$ cat src/rtl/sev_pkg.sv
`timescale 1ns/1ps
package sev_pkg;

    localparam int TMR_W_DEF = 16;
    localparam int EVT_N     = 3;

    // Event indices: also the write/read select codes and pulse bit positions
    localparam int EVT_COM = 0;
    localparam int EVT_DEM = 1;
    localparam int EVT_ZC  = 2;

    typedef enum logic [1:0] {
        PH_COM = 2'd0,
        PH_DEM = 2'd1,
        PH_ZC  = 2'd2
    } phase_e;

    typedef enum logic [1:0] {
        RD_COM = 2'd0,
        RD_DEM = 2'd1,
        RD_ZC  = 2'd2,
        RD_TMR = 2'd3
    } rdsel_e;

    typedef struct packed {
        phase_e               phase;
        logic [EVT_N-1:0]     step;
    } seq_state_t;

    function automatic phase_e next_phase(input phase_e cur);
        case (cur)
            PH_COM:  return PH_DEM;
            PH_DEM:  return PH_ZC;
            default: return PH_COM;
        endcase
    endfunction

endpackage

$ cat src/rtl/sev_timer.sv
`timescale 1ns/1ps
module sev_timer #(
    parameter int W = 16
) (
    input  logic         clk,
    input  logic         rst,
    input  logic         tick,
    input  logic         clr,
    output logic [W-1:0] val
);

    always_ff @(posedge clk) begin
        if (rst || clr) begin
            val <= '0;
        end else if (tick) begin
            val <= val + W'(1);
        end
    end

endmodule

$ cat src/rtl/sev_cmp_slot.sv
`timescale 1ns/1ps
module sev_cmp_slot #(
    parameter int W = 16
) (
    input  logic         clk,
    input  logic         rst,
    input  logic         armed,
    input  logic [W-1:0] timer,
    input  logic         wr_hit,
    input  logic [W-1:0] wr_data,
    output logic         fire,
    output logic [W-1:0] val
);

    // A value at or behind the timer fires at once; no wait for a wrap.
    assign fire = armed && (val <= timer);

    always_ff @(posedge clk) begin
        if (rst) begin
            val <= '1;
        end else if (fire) begin
            val <= timer;          // capture has priority over a write
        end else if (wr_hit) begin
            val <= wr_data;
        end
    end

endmodule

$ cat src/rtl/sev_sequencer.sv
`timescale 1ns/1ps
module sev_sequencer
    import sev_pkg::*;
(
    input  logic             clk,
    input  logic             rst,
    input  logic [EVT_N-1:0] fire,
    input  logic [EVT_N-1:0] hw,
    input  logic [EVT_N-1:0] sim_en,
    output seq_state_t       state,
    output logic [EVT_N-1:0] evt_q
);

    phase_e           phase_q;
    logic [EVT_N-1:0] step;

    always_comb begin
        for (int i = 0; i < EVT_N; i++) begin
            step[i] = (phase_q == phase_e'(2'(i))) && (sim_en[i] ? fire[i] : hw[i]);
        end
    end

    always_ff @(posedge clk) begin
        if (rst) begin
            phase_q <= PH_COM;
            evt_q   <= '0;
        end else begin
            evt_q <= step;
            if (|step) begin
                phase_q <= next_phase(phase_q);
            end
        end
    end

    assign state.phase = phase_q;
    assign state.step  = step;

endmodule

$ cat src/rtl/sim_event_cmp.sv
`timescale 1ns/1ps
module sim_event_cmp
    import sev_pkg::*;
#(
    parameter int TMR_W = TMR_W_DEF
) (
    input  logic             clk,
    input  logic             rst,
    input  logic             tick_en,
    input  logic             tmr_clr,
    input  logic             wr_en,
    input  logic [1:0]       wr_sel,
    input  logic [TMR_W-1:0] wr_data,
    input  logic [2:0]       sim_en,
    input  logic [2:0]       hw_evt,
    input  logic [1:0]       rd_sel,
    output logic [TMR_W-1:0] rd_data,
    output logic [2:0]       evt_pulse
);

    logic [TMR_W-1:0]                tmr_val;
    logic [EVT_N-1:0][TMR_W-1:0]     cmp_val;
    logic [EVT_N-1:0]                armed;
    logic [EVT_N-1:0]                wr_hit;
    logic [EVT_N-1:0]                fire;
    seq_state_t                      seq;

    sev_timer #(.W(TMR_W)) u_timer (
        .clk  (clk),
        .rst  (rst),
        .tick (tick_en),
        .clr  (tmr_clr || seq.step[EVT_COM]),
        .val  (tmr_val)
    );

    for (genvar i = 0; i < EVT_N; i++) begin : g_slot
        assign armed[i]  = (seq.phase == phase_e'(2'(i))) && sim_en[i];
        assign wr_hit[i] = wr_en && (wr_sel == 2'(i));

        sev_cmp_slot #(.W(TMR_W)) u_slot (
            .clk     (clk),
            .rst     (rst),
            .armed   (armed[i]),
            .timer   (tmr_val),
            .wr_hit  (wr_hit[i]),
            .wr_data (wr_data),
            .fire    (fire[i]),
            .val     (cmp_val[i])
        );
    end

    sev_sequencer u_seq (
        .clk    (clk),
        .rst    (rst),
        .fire   (fire),
        .hw     (hw_evt),
        .sim_en (sim_en),
        .state  (seq),
        .evt_q  (evt_pulse)
    );

    always_comb begin
        case (rdsel_e'(rd_sel))
            RD_COM:  rd_data = cmp_val[EVT_COM];
            RD_DEM:  rd_data = cmp_val[EVT_DEM];
            RD_ZC:   rd_data = cmp_val[EVT_ZC];
            default: rd_data = tmr_val;
        endcase
    end

endmodule

$ cat config.mk
export PLATFORM = sky130hd
export DESIGN_NAME = sim_event_cmp
export DESIGN_NICKNAME = d
export VERILOG_FILES = /design/src/rtl/sev_pkg.sv /design/src/rtl/sev_timer.sv /design/src/rtl/sev_cmp_slot.sv /design/src/rtl/sev_sequencer.sv /design/src/rtl/sim_event_cmp.sv
export SDC_FILE = /design/constraint.sdc
export NUM_CORES = 1
export LEC_CHECK = 0
export BUFFER_PORTS_ARGS = -buffer_cell sky130_fd_sc_hd__buf_2
export CAP_MARGIN = 20
export CORE_AREA = 2 2 91 93
export CTS_CLUSTER_DIAMETER = 60
export DETAILED_ROUTE_END_ITERATION = 6
export DIE_AREA = 0 0 93 95
export PLACE_DENSITY = 0.85
export SETUP_SLACK_MARGIN = 0.02
export SYNTH_ARGS = -nofsm -noshare
export SYNTH_HDL_FRONTEND = slang
export SYNTH_SLANG_ARGS = --single-unit
$ cat constraint.sdc
create_clock -name clk -period 4.71 [get_ports clk]
set_input_delay 0.2355 -clock clk [delete_from_list [all_inputs] [get_ports clk]]
set_output_delay 0.2355 -clock clk [all_outputs]
set_load 0.02 [all_outputs]
**Word-level counts from Yosys, hierarchy flattened**

Index checks and enable logic that the tools add are counted.

- Add/subtract/negate cells: 1
- Order comparisons: 3
- Eq/ne operators: 6
- Multiplexer cells: 11
- Reduce and logical (&&, ||, !) cells: 21

Operators with widths:

| operator | count |
|---|---|
| 2-to-1 mux 16 bit | 6 |
| <= comparator 16 bit | 3 |
| one-hot mux 16 bit (3 select lines) | 1 |
| adder 16 x 1 -> 16 bit, second input constant | 1 |
| logical AND 1 bit | 12 |
| == test 2 x 1 -> 1 bit, second input constant | 3 |
| == test 2 bit, second input constant | 3 |
| logical NOT 2 bit | 3 |
| nonzero test 2 bit | 3 |
| one-hot mux 2 bit (2 select lines) | 1 |
| 2-to-1 mux 1 bit | 3 |
| OR reduction 3 bit | 1 |
| logical OR 1 bit | 2 |

- Register bits: 69
- Input port bits: 31
- Output and inout bits: 19
- Word-level logic and storage cells: 48

**Depth between registers and ports, before layout**

Gate-level depths: netlist of the first run.

- Depth after elaboration: 7
- Gate-level depth with buffers: 10

**Modules after synthesis**

A second synthesis of the first run with hierarchy kept.

- Cells, all modules: 749
- Area total of the unflattened synthesis: 6189.7 µm²

By module, submodules not included:

| module | instances | cells each | area each (µm²) | seq. area each (µm²) |
|---|---|---|---|---|
| sev_cmp_slot | 3 | 207 | 1595.3 | 320.3 |
| sev_timer | 1 | 81 | 716.9 | 320.3 |
| sim_event_cmp | 1 | 27 | 480.5 | 0.0 |
| sev_sequencer | 1 | 20 | 206.4 | 100.1 |

**Worst setup path after synthesis of the first run**

Ideal clock, no wire load.

- Kind: flip-flop to flip-flop
- From: reg u_timer.val[11]
- To: reg g_slot[1].u_slot.val[10]
- Library setup time: 124 ps
- Arrival time: 2217 ps
- Required time: 4586 ps
- Setup slack: 2370 ps
- Stages on the path, launching flop included: 10
- Period minus slack after synthesis: 2340 ps
- Path through: dfxtp_1 inv_1 ha_1 a21oi_1 nor2_1 or4_4 a211oi_2 o211ai_4 buf_6 mux2i_1

- Longest elaborated chain between the ends: 3

RTL lines:

| element | RTL line | source |
|---|---|---|
| from (decl) | sev_timer.sv:9 | `output logic [W-1:0] val` |
| from (signal assigned) | sev_timer.sv:16 | `val <= val + W'(1);` |
| <= comparator 16 bit * | sev_cmp_slot.sv:16 | `assign fire = armed && (val <= timer);` |
| logical AND 1 bit * | sev_cmp_slot.sv:16 |  |
| 2-to-1 mux 16 bit or nonzero test 2 bit (tied branches) | - |  |
| to (signal assigned) | sev_cmp_slot.sv:22 | `val <= timer;` |
| to (signal assigned) | sev_cmp_slot.sv:24 | `val <= wr_data;` |
| to (decl) | sev_cmp_slot.sv:12 | `output logic [W-1:0] val` |

Every way passes the cells marked *; elsewhere a longest branch is shown, timed or not.
A chain may end at the register's enable or synchronous reset.

**Worst setup path after layout of the first run**

- From: reg u_timer.val[11]
- To: reg g_slot[0].u_slot.val[13]

- Longest elaborated chain between the ends: 3

RTL lines:

| element | RTL line |
|---|---|
| <= comparator 16 bit * | sev_cmp_slot.sv:16 |
| logical AND 1 bit * | sev_cmp_slot.sv:16 |
| 2-to-1 mux 16 bit or nonzero test 2 bit (tied branches) | - |
| to (signal assigned) | sev_cmp_slot.sv:22 |
| to (signal assigned) | sev_cmp_slot.sv:24 |
| to (decl) | sev_cmp_slot.sv:12 |

Marked as above.

==> results of run 1 <==
==> cell families after synthesis <==
| family | share of synthesized area (%) |
|---|---|
| flip-flops | 29.7 |
| XOR/XNOR | 2.83 |
| AND/OR/NAND/NOR | 17.2 |
| multiplexers | 22.4 |
| buffers and inverters | 4.02 |
| AO/OA/AOI/OAI | 10.6 |
| adder cells (fa/ha/maj) | 13.2 |
==> where the power goes <==
group          switching [mW]  internal (mW)  total (mW)
clock                   0.228          0.325       0.554
combinational           0.136          0.115       0.251
sequential             0.0257          0.612       0.637
total                   0.390           1.05        1.44
==> per-stage QoR <==
stage	util [%]	cells	instance area [µm²]	setup WS (ns)	power, mW
2_1_floorplan	-	493	4640	2.37	0.817
3_3_place_gp	62.4	626	4950	1.85	0.882
3_5_place_dp	62.4	626	4950	1.64	0.896
4_1_cts	65.3	642	5170	1.61	1.45
5_1_grt	65.3	642	5170	1.40	1.50
6_report	65.3	642	5170	1.57	1.44
==> synth_stat cells, types with 2 or more instances <==
cell type  number  area share (%)
nor3b_1         3            0.49
inv_1          21             1.7
ha_1           49              13
buf_4           2            0.32
nor2b_1        19             2.6
o211ai_1        2            0.32
buf_1           2            0.16
nand2b_1        2            0.27
nor4_1          3            0.40
buf_2           2            0.22
nand3_1         6            0.65
mux2_2         31             7.5
clkbuf_1       17             1.4
nor2_1         61             4.9
a21oi_1        36             3.9
nor3_1         22             2.4
xnor2_1        15             2.8
o21ai_0         6            0.65
nand4_1        10             1.3
nand2_1        19             1.5
mux4_2         16             7.8
nand3b_1        4            0.65
mux2i_1        33             7.1
and4_1          4            0.75
a211oi_1       17             2.7
dfxtp_1        69              30
==> worst paths after layout <==
path                          from                  endpoint  slack (ns)  cells past startpoint
hold / removal         wr_data[10]  g_slot[0].u_slot.val[10]        0.19                      3
setup / recovery   u_timer.val[11]  g_slot[0].u_slot.val[13]        1.57                      8
hold reg to reg   u_seq.phase_q[0]          u_seq.phase_q[0]        0.54                      2
setup reg to reg   u_timer.val[11]  g_slot[0].u_slot.val[13]        1.57                      8
==> state kept, by name, summed over array words and instances (netlist names) <==
register,flops
g_slot.u_slot.val,48
u_timer.val,16
u_seq.evt_q,3
u_seq.phase_q,2
==> worst max-delay path: stages (launching register included) <==
cell,delay (ns)
dfxtp_1,0.44
inv_1,0.14
ha_1,0.35
nand4_1,0.13
nor4_1,0.41
a21bo_2,0.27
nand3_1,0.11
and2_1,0.91
mux2i_1,0.29
==> per-layer routing <==
metal | vias to the layer above | part of all wire (%) | track usage [%]
met5 | - | 0 | 0
met4 | 0 | 3.4 | 14.7
met3 | 45 | 8.0 | 6.62
met2 | 188 | 49 | 48.9
met1 | 1930 | 40 | 34.7
li1 | 1880 | - | -
==> cell type report <==
class,count,area [µm²]
inverters,21,78.8
clock buffers,12,155
fillers,637,2750
repair buffers,52,268
flip-flops and latches,69,1380
well taps,105,131
clock inverters,4,70.1
multi-input cells,379,3090
==> reports/qor.yml, run 1 <==
status:
  status: "complete, no violations"
timing:
  fin_worst_skew_ns: 0.00930
  post-route-period-util_pct: 66.6
  fin_crit_ns: 3.14
  hold_ws_ns: 0.189
  slew_violations: 0
  fmax_mhz: 319
  finalSetupTns_ns: 0
  rsz0062_at_grt: "no"
  finalSetupViolations: 0
  relSlewSlack_pct: 23.1
  hold_violations: 0
  worst_slew_pin_slew_ns: 1.15
synth:
  netlist_instances: 493
  ys_seq_area_share_pct: 29.7
  synth_edf_count: 0
  async_flop_share_pct: 0
  synth_cell_types: 48
  synth_nets: 573
  yosys_most_used_dff: "dfxtp_1"
  synth_area_um2: 4640
  ys_ff_latch: 69
  syn_avg_cell_area_um2: 9.42
  synth_warnings: 0
critical_path:
  worstSetupEndpointType: "flip-flop"
  path_max_fanout: 16
  crit_type: "reg -> reg"
  start_kind: "flip-flop"
  crit_required_ns: 4.99
  cp.arrival_ns: 3.41
layout:
  layout_commonest_cell: "dfxtp_1"
  diodes: 0
  drive_gt1_share_pct: 23.1
  nNetsFinal: 612
  final_cell_mix: "dfxtp_1 (69), nor2_1 (61), ha_1 (49), buf_2 (49), a21oi_1 (36)"
  area_growth_pct: 11.4
cts:
  post_cts_buffers: 0
  clk_path_buf_depth: 2
  cts_sinks: 69
  cts-hold-fix-buffers: 0
  cts_tree: "yes"
  clk_pin_slew_ns: 0.07
  cts-root-buf: "clkbuf_8"
  numCtsBuffers: 9
  post_cts_resized: 0
  clk_latency_ns: 0.36
  cts_htree_levels: 3
floorplanning:
  initial_core_util_pct: 58.6
  fp.dieArea_um2: 8840
  die_x_um: 93
  rows: 33
  die_y_um: 95
  io_pins: 50
  core_area_um2: 7930
route:
  route.antenna.remaining_nets: 0
  viasPerCell: 6.30
  drtIter0Drc: 280
  drc: 0
  postRouteWirelength_mm: 12.2
  avgRoutedWirePerCell_um: 19.0
  drt_first_pass_iters: 5
  dr_total_vias: 4043
place:
  io_buffer_count: 49
  hpwlAfterDp_mm: 8.56
  place_congestion: 0.906
global_routing:
  grt_usage_pct: 29.0
  grt_pass1_vias: 4073
  grt_max_degree: 71
  grt_antenna_before_repair: 0
  grt_pass1_wl_mm: 19.7
  gr-total-overflow: 0
power_and_ir_drop:
  p_per_area_nw_per_um2: 279
  power_leakage_nw: 2.16
  vdd_drop_max_mv: 0.179
job:
  cap_viol_max_count: 0
hold_path:
  hold_path_class: "in -> reg"
No activity file was read; power rests on OpenSTA's default activity.
==> run 2, diff against run 1 <==
--- a/config.mk
+++ b/config.mk
@@ -7,11 +7,11 @@
 export LEC_CHECK = 0
 export BUFFER_PORTS_ARGS = -buffer_cell sky130_fd_sc_hd__buf_2
 export CAP_MARGIN = 20
-export CORE_AREA = 2 2 91 93
+export CORE_AREA = 2 2 96 98
 export CTS_CLUSTER_DIAMETER = 60
 export DETAILED_ROUTE_END_ITERATION = 6
-export DIE_AREA = 0 0 93 95
-export PLACE_DENSITY = 0.85
+export DIE_AREA = 0 0 98 100
+export PLACE_DENSITY = 0.81
 export SETUP_SLACK_MARGIN = 0.02
 export SYNTH_ARGS = -nofsm -noshare
 export SYNTH_HDL_FRONTEND = slang
==> constraint.sdc (replaced) <==
create_clock -name clk -period 2.6 [get_ports clk]
set_input_delay 0.13 -clock clk [delete_from_list [all_inputs] [get_ports clk]]
set_output_delay 0.13 -clock clk [all_outputs]
set_load 0.02 [all_outputs]
==> run 2 against run 1 <==
Against the previous run: sequential cell count unchanged; critical path depth increased by 1; core utilization decreased by 5.3 points; fmax increased by 29%; design area increased by 3.1%; critical endpoint is now g_slot[1].u_slot.val[6].
==> reports/qor.yml, run 2 (synthesized netlist as in run 1, its figures left out) <==
status:
  status: "complete, no violations"
global_routing:
  use_met1_pct: 33.2
  grt_antenna_before_repair: 0
  grt_max_degree: 39
  grt_pass1_wl_mm: 19.9
  gr-usage-met3_pct: 4.67
  met2_usage_pct: 40.5
  gr-total-overflow: 0
  busiest_layer: "met2"
  grt_pass1_vias: 4098
  grt_usage_pct: 25.5
timing:
  relSlewSlack_pct: 58.7
  worst_slew_pin_slew_ns: 0.619
  finalSetupViolations: 0
  rsz0062_at_grt: "no"
  hold_violations: 0
  fmax_mhz: 411
  fin_crit_ns: 2.43
  post-route-period-util_pct: 93.6
  finalSetupTns_ns: 0
  fin_worst_skew_ns: 0.00920
  setup_slack_ns: 0.166
  slew_violations: 0
layout:
  final_cell_mix: "dfxtp_1 (69), nor2_1 (61), ha_1 (49), buf_2 (49), a21oi_1 (36)"
  largest_register_ffs: 48
  fill_cells: 735
  reg_top3: "g_slot.u_slot.val: 48 flops, u_timer.val: 16 flops, u_seq.evt_q: 3 flops"
  area_growth_pct: 14.9
  drive_gt1_share_pct: 25.3
  diodes: 0
  regMostFlops: "g_slot.u_slot.val"
  layout_commonest_cell: "dfxtp_1"
  nNetsFinal: 625
  final_cells: 661
route:
  postRouteWirelength_mm: 12.1
  drt_first_pass_iters: 5
  route.antenna.remaining_nets: 0
  drtIter0Drc: 234
  avgRoutedWirePerCell_um: 18.3
  viasPerCell: 6.07
  drc: 0
  dr_total_vias: 4012
power_and_ir_drop:
  vdd_drop_max_mv: 0.247
  power_leakage_nw: 2.23
  p_per_area_nw_per_um2: 493
cts:
  cts_htree_levels: 3
  clk_path_buf_depth: 2
  clk_pin_slew_ns: 0.07
  cts_tree: "yes"
  post_cts_buffers: 0
  clk_latency_ns: 0.36
  numCtsBuffers: 9
  cts_sinks: 69
  cts-root-buf: "clkbuf_8"
critical_path:
  crit_type: "reg -> reg"
  cp.arrival_ns: 2.67
  r2r_cells: 9
  worstSetupEndpointType: "flip-flop"
  crit_required_ns: 2.84
  path_max_fanout: 16
  start_kind: "flip-flop"
place:
  place_congestion: 0.945
  hpwlAfterDp_mm: 8.46
  post-place-cells: 645
  post-place-ws_ns: 0.0755
  io_buffer_count: 49
floorplanning:
  core_area_um2: 8890
  die_x_um: 98
  rows: 35
  fp.dieArea_um2: 9800
  die_y_um: 100
  initial_core_util_pct: 52.2
  io_pins: 50
hold_path:
  worstHoldPathCells: 3
  hold_path_class: "in -> reg"
job:
  cap_viol_max_count: 0
-- run 2: cell count changes in the layout (fill, tap and decap cells not counted), sizes merged --
cell      delta
clkbuf       +1
buf         +13
clkinvlp     +1
clkinv       -2
-- run 2: report_power, final --
group | total, mW | switching (mW) | internal (mW) | leakage (nW)
clock | 1.02 | 0.425 | 0.594 | 0.110
combinational | 0.458 | 0.246 | 0.213 | 1.55
sequential | 1.15 | 0.0468 | 1.11 | 0.563
total | 2.63 | 0.717 | 1.91 | 2.23
-- run 2: what timing repair did --
action | CTS | global route
hold buffers | 0 | 0
resized for setup | 0 | 4
endpoints found under the setup margin | 0 | 23
-- run 2: final cells by class --
class	count	area (µm²)	area share, %
multi-input combinational	379	3110	58.2
sequential	69	1380	25.9
timing repair buffer	65	403	7.55
clock buffer	13	159	2.98
tap	111	139	2.60
inverter	21	78.8	1.48
clock inverter	3	67.6	1.27
-- run 2: path summary, 6_finish.rpt --
kind | from | end | slack [ns]
min | wr_data[8] | g_slot[0].u_slot.val[8] | 0.09
max reg2reg | u_timer.val[9] | g_slot[1].u_slot.val[6] | 0.17
max | u_timer.val[9] | g_slot[1].u_slot.val[6] | 0.17
min reg2reg | u_seq.phase_q[0] | u_seq.phase_q[0] | 0.53
-- run 2: critical path: stages, from the launching register on --
cell      delay [ns]
dfxtp_1         0.39
inv_1           0.13
ha_1            0.33
a21oi_1         0.16
nor3_1          0.06
or4_4           0.48
a211oi_2        0.32
o211ai_4        0.13
buf_12          0.18
mux2i_1         0.14
-- run 2: layer usage --
metal	wire, µm	share of wire (%)
met1	5210	43
met2	5710	47
met5	0	0
met3	786	6.5
met4	376	3.1
-- run 2: through the flow --
step | utilization (%) | cell area, µm² | power (mW) | hold WS [ns]
floorplan | - | 4640 | 1.48 | 0.278
global placement | 57.3 | 5090 | 1.61 | 0.436
detailed placement | 57.3 | 5090 | 1.62 | 0.454
CTS | 59.8 | 5320 | 2.62 | 0.0866
global route | 60.0 | 5330 | 2.73 | 0.104
finish | 60.0 | 5330 | 2.63 | 0.0925
